`src/rtl/tip_pkg.sv`:
```
package tip_pkg;
  typedef enum logic [2:0] {
    PH_GAP  = 3'd0,
    PH_PRE  = 3'd1,
    PH_HDR  = 3'd2,
    PH_POST = 3'd3,
    PH_MARK = 3'd4,
    PH_SECT = 3'd5,
    PH_ERR  = 3'd6
  } phase_e;

  localparam int WORD_W      = 36;
  localparam int CODED_WORD  = (WORD_W / 2) * 3;
  localparam int HDR_WORDS   = 2;
  localparam int HDR_BITS    = HDR_WORDS * CODED_WORD;
  localparam int PRE_PERIOD  = 5;
  localparam int PRE_REPEATS = 8;
  localparam int PRE_BITS    = PRE_PERIOD * PRE_REPEATS;
  localparam int LEN_LSB     = 16;
  localparam int LEN_FW      = 14;
  localparam int LEN_W       = LEN_FW + 1;
  localparam int CKSUM_WORDS = 2;
  localparam int CNT_W       = $clog2(((1 << LEN_FW) + CKSUM_WORDS) * CODED_WORD + 1);
endpackage

```
`src/rtl/tip_fm_decode.sv`:
```
module tip_fm_decode
  import tip_pkg::*;
(
  input  logic              clk,
  input  logic              rst_n,
  input  logic              clr,
  input  logic              shift,
  input  logic              bit_in,
  output logic              word_done,
  output logic [WORD_W-1:0] word_out,
  output logic              code_bad
);
  localparam int PAIRS = WORD_W / 2;
  localparam int PW    = $clog2(PAIRS);

  logic [4:0]        hist;
  logic [1:0]        grp;
  logic [WORD_W-1:0] acc;
  logic [PW-1:0]     npair;
  logic [5:0]        h;
  logic [1:0]        pair;
  logic              legal;
  logic              grp_full;

  assign h        = {hist, bit_in};
  assign grp_full = (grp == 2'd2);

  always_comb begin
    legal = 1'b1;
    pair  = 2'b00;
    unique case (h[3:0])
      4'h5, 4'h7:        pair = {h[5], h[1]};
      4'hA, 4'hE:        pair = 2'b00;
      4'hB, 4'hD, 4'hF:  pair = h[2:1];
      default:           legal = 1'b0;
    endcase
  end

  assign word_out  = {acc[WORD_W-3:0], pair};
  assign word_done = shift && grp_full && (npair == PW'(PAIRS - 1));
  assign code_bad  = shift && grp_full && !legal;

  always_ff @(posedge clk or negedge rst_n) begin
    if (!rst_n) begin
      hist  <= 5'b00001;
      grp   <= '0;
      acc   <= '0;
      npair <= '0;
    end else if (clr) begin
      hist  <= 5'b00001;
      grp   <= '0;
      acc   <= '0;
      npair <= '0;
    end else if (shift) begin
      hist <= h[4:0];
      if (grp_full) begin
        grp <= '0;
        if (word_done) begin
          acc   <= '0;
          npair <= '0;
        end else begin
          acc   <= word_out;
          npair <= npair + 1'b1;
        end
      end else begin
        grp <= grp + 1'b1;
      end
    end
  end
endmodule

```
`src/rtl/tip_framer.sv`:
```
module tip_framer
  import tip_pkg::*;
#(
  parameter int LEN_LIMIT = 1028
) (
  input  logic              clk,
  input  logic              rst_n,
  input  logic              start,
  input  logic              take,
  input  logic              bit_in,
  input  logic              dec_done,
  input  logic [WORD_W-1:0] dec_word,
  output phase_e            phase,
  output logic              feed,
  output logic              len_err,
  output logic              frame_err,
  output logic [LEN_W-1:0]  sector_len,
  output logic [WORD_W-1:0] hdr_word
);
  logic [CNT_W-1:0] cnt;
  logic [CNT_W-1:0] total;
  logic [2:0]       pidx;
  logic [LEN_W-1:0] new_len;
  logic [CNT_W-1:0] new_total;
  logic             pre_bit;

  assign feed      = take && (phase == PH_HDR || phase == PH_SECT);
  assign new_len   = LEN_W'(1 << LEN_FW) - LEN_W'(dec_word[LEN_LSB +: LEN_FW]);
  assign new_total = (CNT_W'(new_len) + CNT_W'(CKSUM_WORDS)) * CNT_W'(CODED_WORD);
  assign pre_bit   = ~pidx[0];

  always_ff @(posedge clk or negedge rst_n) begin
    if (!rst_n) begin
      phase      <= PH_GAP;
      cnt        <= '0;
      total      <= '0;
      pidx       <= '0;
      len_err    <= 1'b0;
      frame_err  <= 1'b0;
      sector_len <= '0;
      hdr_word   <= '0;
    end else if (start) begin
      phase     <= PH_GAP;
      cnt       <= '0;
      total     <= '0;
      pidx      <= '0;
      len_err   <= 1'b0;
      frame_err <= 1'b0;
    end else if (take) begin
      unique case (phase)
        PH_GAP: if (!bit_in) begin
          phase <= PH_PRE;
          cnt   <= '0;
          pidx  <= '0;
        end
        PH_PRE: begin
          if (bit_in != pre_bit) begin
            phase     <= PH_ERR;
            frame_err <= 1'b1;
          end else begin
            pidx <= (pidx == 3'(PRE_PERIOD - 1)) ? 3'd0 : pidx + 3'd1;
            if (cnt == CNT_W'(PRE_BITS - 1)) begin
              phase <= PH_HDR;
              cnt   <= '0;
            end else begin
              cnt <= cnt + 1'b1;
            end
          end
        end
        PH_HDR: begin
          if (dec_done && cnt == CNT_W'(CODED_WORD - 1)) hdr_word <= dec_word;
          if (cnt == CNT_W'(HDR_BITS - 1)) begin
            sector_len <= new_len;
            total      <= new_total;
            cnt        <= '0;
            if (int'(new_len) > LEN_LIMIT) begin
              len_err <= 1'b1;
              phase   <= PH_SECT;
            end else begin
              phase <= PH_POST;
            end
          end else begin
            cnt <= cnt + 1'b1;
          end
        end
        PH_POST: if (!bit_in) phase <= PH_MARK;
        PH_MARK: begin
          if (bit_in) begin
            phase <= PH_SECT;
          end else begin
            phase     <= PH_ERR;
            frame_err <= 1'b1;
          end
        end
        PH_SECT: begin
          if (cnt == total - 1'b1) begin
            phase <= PH_GAP;
            cnt   <= '0;
          end else begin
            cnt <= cnt + 1'b1;
          end
        end
        default: phase <= PH_ERR;
      endcase
    end
  end
endmodule

```
`src/rtl/track_image_parser.sv`:
```
module track_image_parser
  import tip_pkg::*;
#(
  parameter int LEN_LIMIT = 1028
) (
  input  logic              clk,
  input  logic              rst_n,
  input  logic              start,
  input  logic              bit_valid,
  output logic              bit_ready,
  input  logic              bit_in,
  output logic              word_valid,
  input  logic              word_ready,
  output logic [WORD_W-1:0] word_data,
  output logic              word_is_sector,
  output logic [2:0]        phase,
  output logic              len_err,
  output logic              frame_err,
  output logic              code_err,
  output logic [LEN_W-1:0]  sector_len,
  output logic [7:0]        hdr_key,
  output logic [8:0]        hdr_cyl,
  output logic [4:0]        hdr_surf,
  output logic [5:0]        hdr_sect,
  output logic [2:0]        hdr_flags,
  output logic [2:0]        hdr_spare,
  output logic [1:0]        hdr_parity
);
  logic              take;
  logic              feed;
  logic              dec_done;
  logic              code_bad;
  logic [WORD_W-1:0] dec_word;
  logic [WORD_W-1:0] hdr_word;
  phase_e            ph;

  assign bit_ready = !word_valid || word_ready;
  assign take      = bit_valid && bit_ready;
  assign phase     = ph;

  tip_framer #(.LEN_LIMIT(LEN_LIMIT)) u_framer (
    .clk(clk), .rst_n(rst_n), .start(start), .take(take), .bit_in(bit_in),
    .dec_done(dec_done), .dec_word(dec_word), .phase(ph), .feed(feed),
    .len_err(len_err), .frame_err(frame_err), .sector_len(sector_len),
    .hdr_word(hdr_word)
  );

  tip_fm_decode u_dec (
    .clk(clk), .rst_n(rst_n), .clr(start), .shift(feed), .bit_in(bit_in),
    .word_done(dec_done), .word_out(dec_word), .code_bad(code_bad)
  );

  assign hdr_key    = hdr_word[35:28];
  assign hdr_cyl    = hdr_word[27:19];
  assign hdr_surf   = hdr_word[18:14];
  assign hdr_sect   = hdr_word[13:8];
  assign hdr_flags  = hdr_word[7:5];
  assign hdr_spare  = hdr_word[4:2];
  assign hdr_parity = hdr_word[1:0];

  always_ff @(posedge clk or negedge rst_n) begin
    if (!rst_n) begin
      word_valid     <= 1'b0;
      word_data      <= '0;
      word_is_sector <= 1'b0;
      code_err       <= 1'b0;
    end else if (start) begin
      word_valid <= 1'b0;
      code_err   <= 1'b0;
    end else begin
      if (word_valid && word_ready) word_valid <= 1'b0;
      if (dec_done) begin
        word_valid     <= 1'b1;
        word_data      <= dec_word;
        word_is_sector <= (ph == PH_SECT);
      end
      if (code_bad) code_err <= 1'b1;
    end
  end
endmodule

```
`config.mk`:
```
export PLATFORM = sky130hd
export DESIGN_NAME = track_image_parser
export DESIGN_NICKNAME = d
export VERILOG_FILES = /design/src/rtl/tip_pkg.sv /design/src/rtl/tip_fm_decode.sv /design/src/rtl/tip_framer.sv /design/src/rtl/track_image_parser.sv
export SDC_FILE = /design/constraint.sdc
export NUM_CORES = 1
export LEC_CHECK = 0
export BUFFER_PORTS_ARGS = -buffer_cell sky130_fd_sc_hd__buf_4
export CAP_MARGIN = 20
export CORE_MARGIN = 10
export CORE_UTILIZATION = 60
export CTS_BUF_LIST = sky130_fd_sc_hd__clkbuf_4 sky130_fd_sc_hd__clkbuf_8 sky130_fd_sc_hd__clkbuf_16
export DETAILED_ROUTE_END_ITERATION = 12
export GPL_TIMING_DRIVEN = 0
export HOLD_SLACK_MARGIN = 0.1
export PLACE_DENSITY = 0.83
export SLEW_MARGIN = 40
export SYNTH_ARGS = -nofsm -noshare
export SYNTH_HDL_FRONTEND = slang
export SYNTH_SLANG_ARGS = --single-unit
```
`constraint.sdc`:
```
create_clock -name clk -period 7.6 [get_ports clk]
set_clock_uncertainty 0.15 [all_clocks]
set_input_delay 0.76 -clock clk [delete_from_list [all_inputs] [get_ports clk]]
set_output_delay 0.76 -clock clk [all_outputs]
set_load 0.01 [all_outputs]
```
==> results of run 1 <==
-- worst max-delay path, stage by stage (launching register included) --
cell and delay [ps]:
dfrtp_1 410, clkbuf_1 220, inv_1 230, ha_1 290
nor3b_1 600, xnor2_1 340, nand3_1 220, nor3_1 330
and3_1 270, xor2_1 290, inv_1 150, fa_1 510
fa_1 510, inv_1 40, ha_1 360, nand2_1 110
or4_1 590, a31oi_1 180, o22a_1 180, a31oi_1 130
or4_1 410, nand3_1 80
-- sequential cells by signal (all words and copies together), names as in the netlist, 2 cells and up --
signal / flops
u_framer.hdr_word: 36
word_data: 36
u_dec.acc: 34
u_framer.cnt: 20
u_framer.total: 19
u_framer.sector_len: 15
u_dec.hist: 5
u_dec.npair: 5
u_framer.phase: 3
u_framer.pidx: 3
u_dec.grp: 2
-- where the power goes --
| group | total, W | internal (W) | switching [W] |
|---|---|---|---|
| registers | 0.00102 | 0.000997 | 0.0000250 |
| clock network | 0.000900 | 0.000446 | 0.000454 |
| logic | 0.000329 | 0.000120 | 0.000209 |
-- metrics by stage --
stage / setup slack, ps / area (µm²) / hold slack (ps) / total power, W / utilization, %
floorplan: 1912 / 10890 / 300.3 / 0.001253 / -
global placement: 1162 / 11920 / 311.8 / 0.001349 / 66.56
detailed placement: 1092 / 11980 / 313.3 / 0.001363 / 66.94
CTS: 931.2 / 12580 / 127.5 / 0.002249 / 70.28
global route: 501.5 / 12580 / 137.9 / 0.002328 / 70.28
finish: 930.7 / 12580 / 90.97 / 0.002251 / 70.28
-- cell families (layout without fill, tap and decap cells) --
group                      Yosys count  count (layout)  share of synthesized area, %
adders and majority gates           70              70                         9.704
muxes                               47              47                         5.761
buffers and inverters              143             276                         5.623
xor gates and xnor gates            60              60                         4.829
other                                1               2                       0.03446
AOI/OAI and AO/OA                  199             199                         12.12
and+or+nand+nor                    442             442                         19.83
DFF                                183             183                         42.10
-- metal layers --
layer / vias to the layer above / track usage [%]
li1: 4199 / -
met1: 4458 / 28.97
met2: 301 / 38.43
met3: 46 / 5.214
met4: 0 / 7.782
met5: - / 0
-- cell type report --
class / instances / share of cell area, %
Buffer: 62 / 2.446
Multi-Input combinational cell: 820 / 45.30
Clock buffer: 17 / 3.381
Clock inverter: 15 / 1.372
Inverter: 81 / 2.416
Timing Repair Buffer: 101 / 6.404
Sequential cell: 183 / 36.41
Tap cell: 229 / 2.277
-- cell usage after synthesis, drive strengths merged (16+ instances only) --
master	count	area share, %
clkbuf	46	1.6
nand3	31	1.4
nor2	66	2.3
o21ai	36	1.7
inv	80	2.8
xnor2	38	3.1
mux2	38	4.9
fa	24	4.4
nor3	16	0.74
xor2	22	1.8
nand2	208	7.2
dfrtp	182	42
nand3b	18	1.2
nand4	16	1.1
buf	16	1.2
a31oi	42	2.4
a21oi	43	2.0
ha	46	5.3
a22o	25	2.0
-- worst paths after layout --
kind	slack, ps	cells after the start	to	startpoint
setup / recovery	930	21	u_framer.total[18]$_DFFE_PN0P_	u_dec.acc[14]$_DFFE_PN0P_
hold reg to reg	340	2	word_data[4]$_DFFE_PN0P_	word_data[4]$_DFFE_PN0P_
setup reg to reg	930	21	u_framer.total[18]$_DFFE_PN0P_	u_dec.acc[14]$_DFFE_PN0P_
hold / removal	90	1	u_framer.sector_len[13]$_DFFE_PN0P_	rst_n
max in group asynchronous	6450	2	word_data[33]$_DFFE_PN0P_	rst_n
min in group clk	340	2	word_data[4]$_DFFE_PN0P_	word_data[4]$_DFFE_PN0P_
==> impl_metrics.toml, run 1 <==
[global_route]
grt_pass1_wl_mm = 46.21
antenna_found_initial = 0
grt_pass1_vias = 9088
grt_usage_pct = 23.09
grt_max_degree = 79
grt_overflow_total = 0

[sta]
finalHoldViolations = 0
relSlewSlack_pct = 44.30
fmax_mhz = 149.9
slew_violations = 0
final.setup.tns_ps = 0
fin_crit_ps = 6669
rsz0062_at_grt = "no"
setup_violations = 0
period_share_pct = 87.75
worstMarginPinSlew_ps = 835.5

[worst_setup_path]
endpoint_kind = "flip-flop"
critPathMaxFanout = 8
crit_type = "flip-flop to flip-flop"
critPathArrivalTime_ps = 6900
worstPathRequired_ps = 7830
start_kind = "flip-flop"

[yosys]
synth_cell_types = 70
syn-mean-instance-area_um2 = 9.504
synth_warnings = 0
synth_seq_area_share_pct = 42.09
synth_ff_type = "dfrtp_1"
netlist_area_um2 = 10880
synth-async-reset-ratio_pct = 100.0
synthCells = 1145
synth_edf_count = 0
ys_ff_latch = 183

[clocking]
numCtsBuffers = 17
cts_max_level = 4
cts-resized-gates = 0
post_cts_buffers = 0
cts_hold_buffers = 0
clock-sinks = 183
clock_latency_ps = 450
cts-root-buf = "clkbuf_16"
cts_buffer_depth = 2
clkTransAtPathRegs_ps = 70
cts_tree = "yes"

[final_layout]
nets = 1342
drive_gt1_share_pct = 16.11
nFillCells = 1303
seq_area_um2 = 4581
multi_input_area_um2 = 5699
final_cell_mix = "nand2_1, dfrtp_1, buf_4"
final_common_cell = "nand2_1"
area_growth_pct = 15.63
n_antenna_cell = 0
fin_cells = 1508

[placed_design]
dpl.cell_count = 1476
dp_hpwl_mm = 19.99
place.gp.congestion = 0.8919
io_buffers = 99

[routing]
vias = 9004
routedWlPerCell_um = 18.31
postRouteAntennaNets = 0
detailroute.wirelength.met3_mm = 1.791
drc = 0
drt-pass1-iter-count = 6
wl_met1_mm = 11.57
initialDrtViolationCount = 752
vias_per_cell = 5.971
routed_wl_mm = 27.61
wl_met2_mm = 13.69
dr.max_layer_used = "met4"

[die]
coreArea_um2 = 17900
num_rows = 49
die_x_um = 154.7
chipHeight_um = 154.7
io_pins = 102
initial_core_util_pct = 60.78
die_area_um2 = 23920

[outcome]
status = "finished clean"

[power]
ir_drop_mv = 0.1684
power.density_nw_per_um2 = 178.9
p_leak_nw = 6.339

[min_path]
hold_class = "primary input to async pin"

[run]
maxCapViolations = 0
Note: power is estimated with default switching activity, not from simulation.
==> run 2, diff against run 1 <==
Settings changed: ABC_AREA from default to 1, CORE_MARGIN 10 to default, PLACE_DENSITY 0.83 to 0.82.
==> run 2 against run 1 <==
First-iteration DRC count decreased by 23%. Flip-flop and latch count unchanged. Total power increased by 3.8%. Fmax increased by 8.7%. Worst hold slack improved by 250 ps. Die area decreased by 20%. Final area increased by 2.5%. Critical path type unchanged. Largest cell class unchanged. Largest power group unchanged.
==> impl_metrics.toml, run 2 <==
[clocking]
cts_max_level = 4
cts_tree = "yes"
clock_latency_ps = 440
numCtsBuffers = 17
clkTransAtPathRegs_ps = 80
cts_buffer_depth = 2
cts-resized-gates = 0
cts-root-buf = "clkbuf_16"
clock-sinks = 183

[yosys]
ys_top_cells_by_area = "dfrtp_1, nand2_1, inv_1"
synthXorXnorAreaFrac_pct = 3.912
synthTopCellsByCount = "nand2_1, inv_1, dfrtp_1"
ys_ff_latch = 183
synth_edf_count = 0
synth_cell_types = 49
synth.largest_area_cell = "dfrtp_1"
yosysMostFrequentCell = "nand2_1"
synth-async-reset-ratio_pct = 100.0
synthCells = 1384
synth_warnings = 0
synth_compound_area_share_pct = 12.48
netlist_area_um2 = 11130
synth_ff_type = "dfrtp_1"
syn-mean-instance-area_um2 = 8.041
synth_mux_area_share_pct = 0
synth_top_family_by_area = "simple AND/OR/NAND/NOR gates"
synth-adder-area-share_pct = 9.488
synth_seq_area_share_pct = 41.16
synth-simple-area-share_pct = 23.01
synth_top_area_share_pct = 40.92

[routing]
vias = 9822
vias_per_cell = 5.613
routed_wl_mm = 27.86
initialDrtViolationCount = 579
drt-pass1-iter-count = 6
routedWlPerCell_um = 15.92
postRouteAntennaNets = 0
drc = 0

[min_path]
min_path_cells = 2
hold_start = "u_framer.sector_len[9]$_DFFE_PN0P_"
hold_class = "flip-flop to flip-flop"
holdPathEnd = "u_framer.sector_len[9]$_DFFE_PN0P_"

[sta]
finalHoldViolations = 0
setup_slack_ps = 1464
relSlewSlack_pct = 58.86
rsz0062_at_grt = "no"
setup_violations = 0
slew_violations = 0
holdWs_ps = 341.4
fin_crit_ps = 6136
final.setup.tns_ps = 0
worstMarginPinSlew_ps = 617.1
fmax_mhz = 163.0
period_share_pct = 80.73

[worst_setup_path]
r2r_start = "u_dec.acc[14]$_DFFE_PN0P_"
critPathArrivalTime_ps = 6310
endpoint_kind = "flip-flop"
start_kind = "flip-flop"
crit_type = "flip-flop to flip-flop"
critPathMaxFanout = 8
ff2ff_path_depth = 25
worstPathRequired_ps = 7770
rrSetupSlack_ps = 1460
rr_endpoint = "u_framer.total[17]$_DFFE_PN0P_"

[global_route]
grt_pass1_vias = 9793
grt_pass1_wl_mm = 47.34
antenna_found_initial = 0
grt_max_degree = 79
grt_overflow_total = 0
grt_usage_pct = 30.60

[placed_design]
place.gp.congestion = 0.9124
pre_cts_ws_ps = 1486
dp_hpwl_mm = 20.55
dpl.cell_count = 1717
io_buffers = 101

[die]
num_rows = 49
die_x_um = 138.2
die_area_um2 = 19100
coreArea_um2 = 18090
initial_core_util_pct = 61.54
chipHeight_um = 138.2
io_pins = 102

[outcome]
status = "finished clean"

[final_layout]
final_cell_mix = "nand2_1, inv_1, dfrtp_1"
area_growth_pct = 15.87
n_antenna_cell = 0
fin_cells = 1750
top_regs = "u_framer.hdr_word: 36 flops, word_data: 36 flops, u_dec.acc: 34 flops"
drive_gt1_share_pct = 15.19
nets = 1584
final_common_cell = "nand2_1"

[power]
ir_drop_mv = 0.1998
p_leak_nw = 6.593
power.density_nw_per_um2 = 181.1

[run]
maxCapViolations = 0
[run 2: power breakdown]
part	switching, W	internal, W	leakage (nW)	total, W
Combinational	0.000231	0.000116	3.79	0.000347
Clock	0.000469	0.000484	0.309	0.000953
Sequential	0.0000334	0.00100	2.50	0.00104
[run 2: cell families (layout without fill, tap and decap cells)]
kind of cell | count (synthesis) | in the layout
and+or+nand+nor | 579 | 579
buffers and inverters | 273 | 409
AOI/OAI and AO/OA | 230 | 230
DFF | 183 | 183
adders and majority gates | 70 | 70
xor gates and xnor gates | 48 | 48
other | 1 | 2
[run 2: final cells by class]
cell class	count	area [µm²]
Multi-Input combinational cell	929	5449
Fill cell	1373	5190
Sequential cell	183	4581
Inverter	236	888.4
Timing Repair Buffer	104	830.8
Clock buffer	17	425.4
Tap cell	229	286.5
Clock inverter	15	220.2
Buffer	37	215.2
[run 2: per-layer routing]
| metal | global-route usage (%) | share of wire [%] | up-vias |
|---|---|---|---|
| met5 | 0 | 0 | - |
| met4 | 8.693 | 1.8 | 0 |
| met3 | 6.893 | 6.0 | 50 |
| met2 | 50.73 | 48 | 308 |
| met1 | 40.59 | 44 | 4745 |
| li1 | - | - | 4719 |
[run 2: timing repair]
item | 4_1_cts | 5_1_grt
endpoints found under the hold margin | 38 | 0
hold buffers | 1 | 0
buffers inserted | 0 | 0
[run 2: worst max-delay path by stage]
stage / startpoint / end / depth (start not counted)
5_1_grt: u_dec.acc[14]$_DFFE_PN0P_ / u_framer.total[17]$_DFFE_PN0P_ / 25
6_report: u_dec.acc[14]$_DFFE_PN0P_ / u_framer.total[17]$_DFFE_PN0P_ / 25
4_1_cts: u_dec.acc[14]$_DFFE_PN0P_ / u_framer.total[17]$_DFFE_PN0P_ / 25
2_1_floorplan: u_dec.acc[14]$_DFFE_PN0P_ / u_framer.total[17]$_DFFE_PN0P_ / 25
3_5_place_dp: u_dec.acc[14]$_DFFE_PN0P_ / u_framer.total[17]$_DFFE_PN0P_ / 25
3_3_place_gp: u_dec.acc[14]$_DFFE_PN0P_ / u_framer.total[17]$_DFFE_PN0P_ / 25
[run 2: worst max-delay path, stage by stage (launching register included)]
cell and delay, ps:
dfrtp_1 490, clkinv_1 390, ha_1 400, nand2_1 80
nand2_1 160, inv_1 130, ha_1 190, nand3_1 100
or2_1 250, nor2_1 140, inv_1 70, nor3_1 240
xor2_1 430, ha_1 320, inv_1 80, fa_1 430
fa_1 510, inv_1 40, ha_1 360, a21oi_1 200
o21ai_0 130, a31oi_1 140, o21ai_0 120, or2_2 280
nand3_1 80, o21ai_0 100
[run 2: through the flow]
step | cell area (µm²) | utilization [%] | total power (W)
2_1_floorplan | 11130 | - | 0.001276
3_3_place_gp | 12180 | 67.33 | 0.001382
3_5_place_dp | 12240 | 67.68 | 0.001399
4_1_cts | 12900 | 71.30 | 0.002338
5_1_grt | 12900 | 71.30 | 0.002417
6_report | 12900 | 71.30 | 0.002336
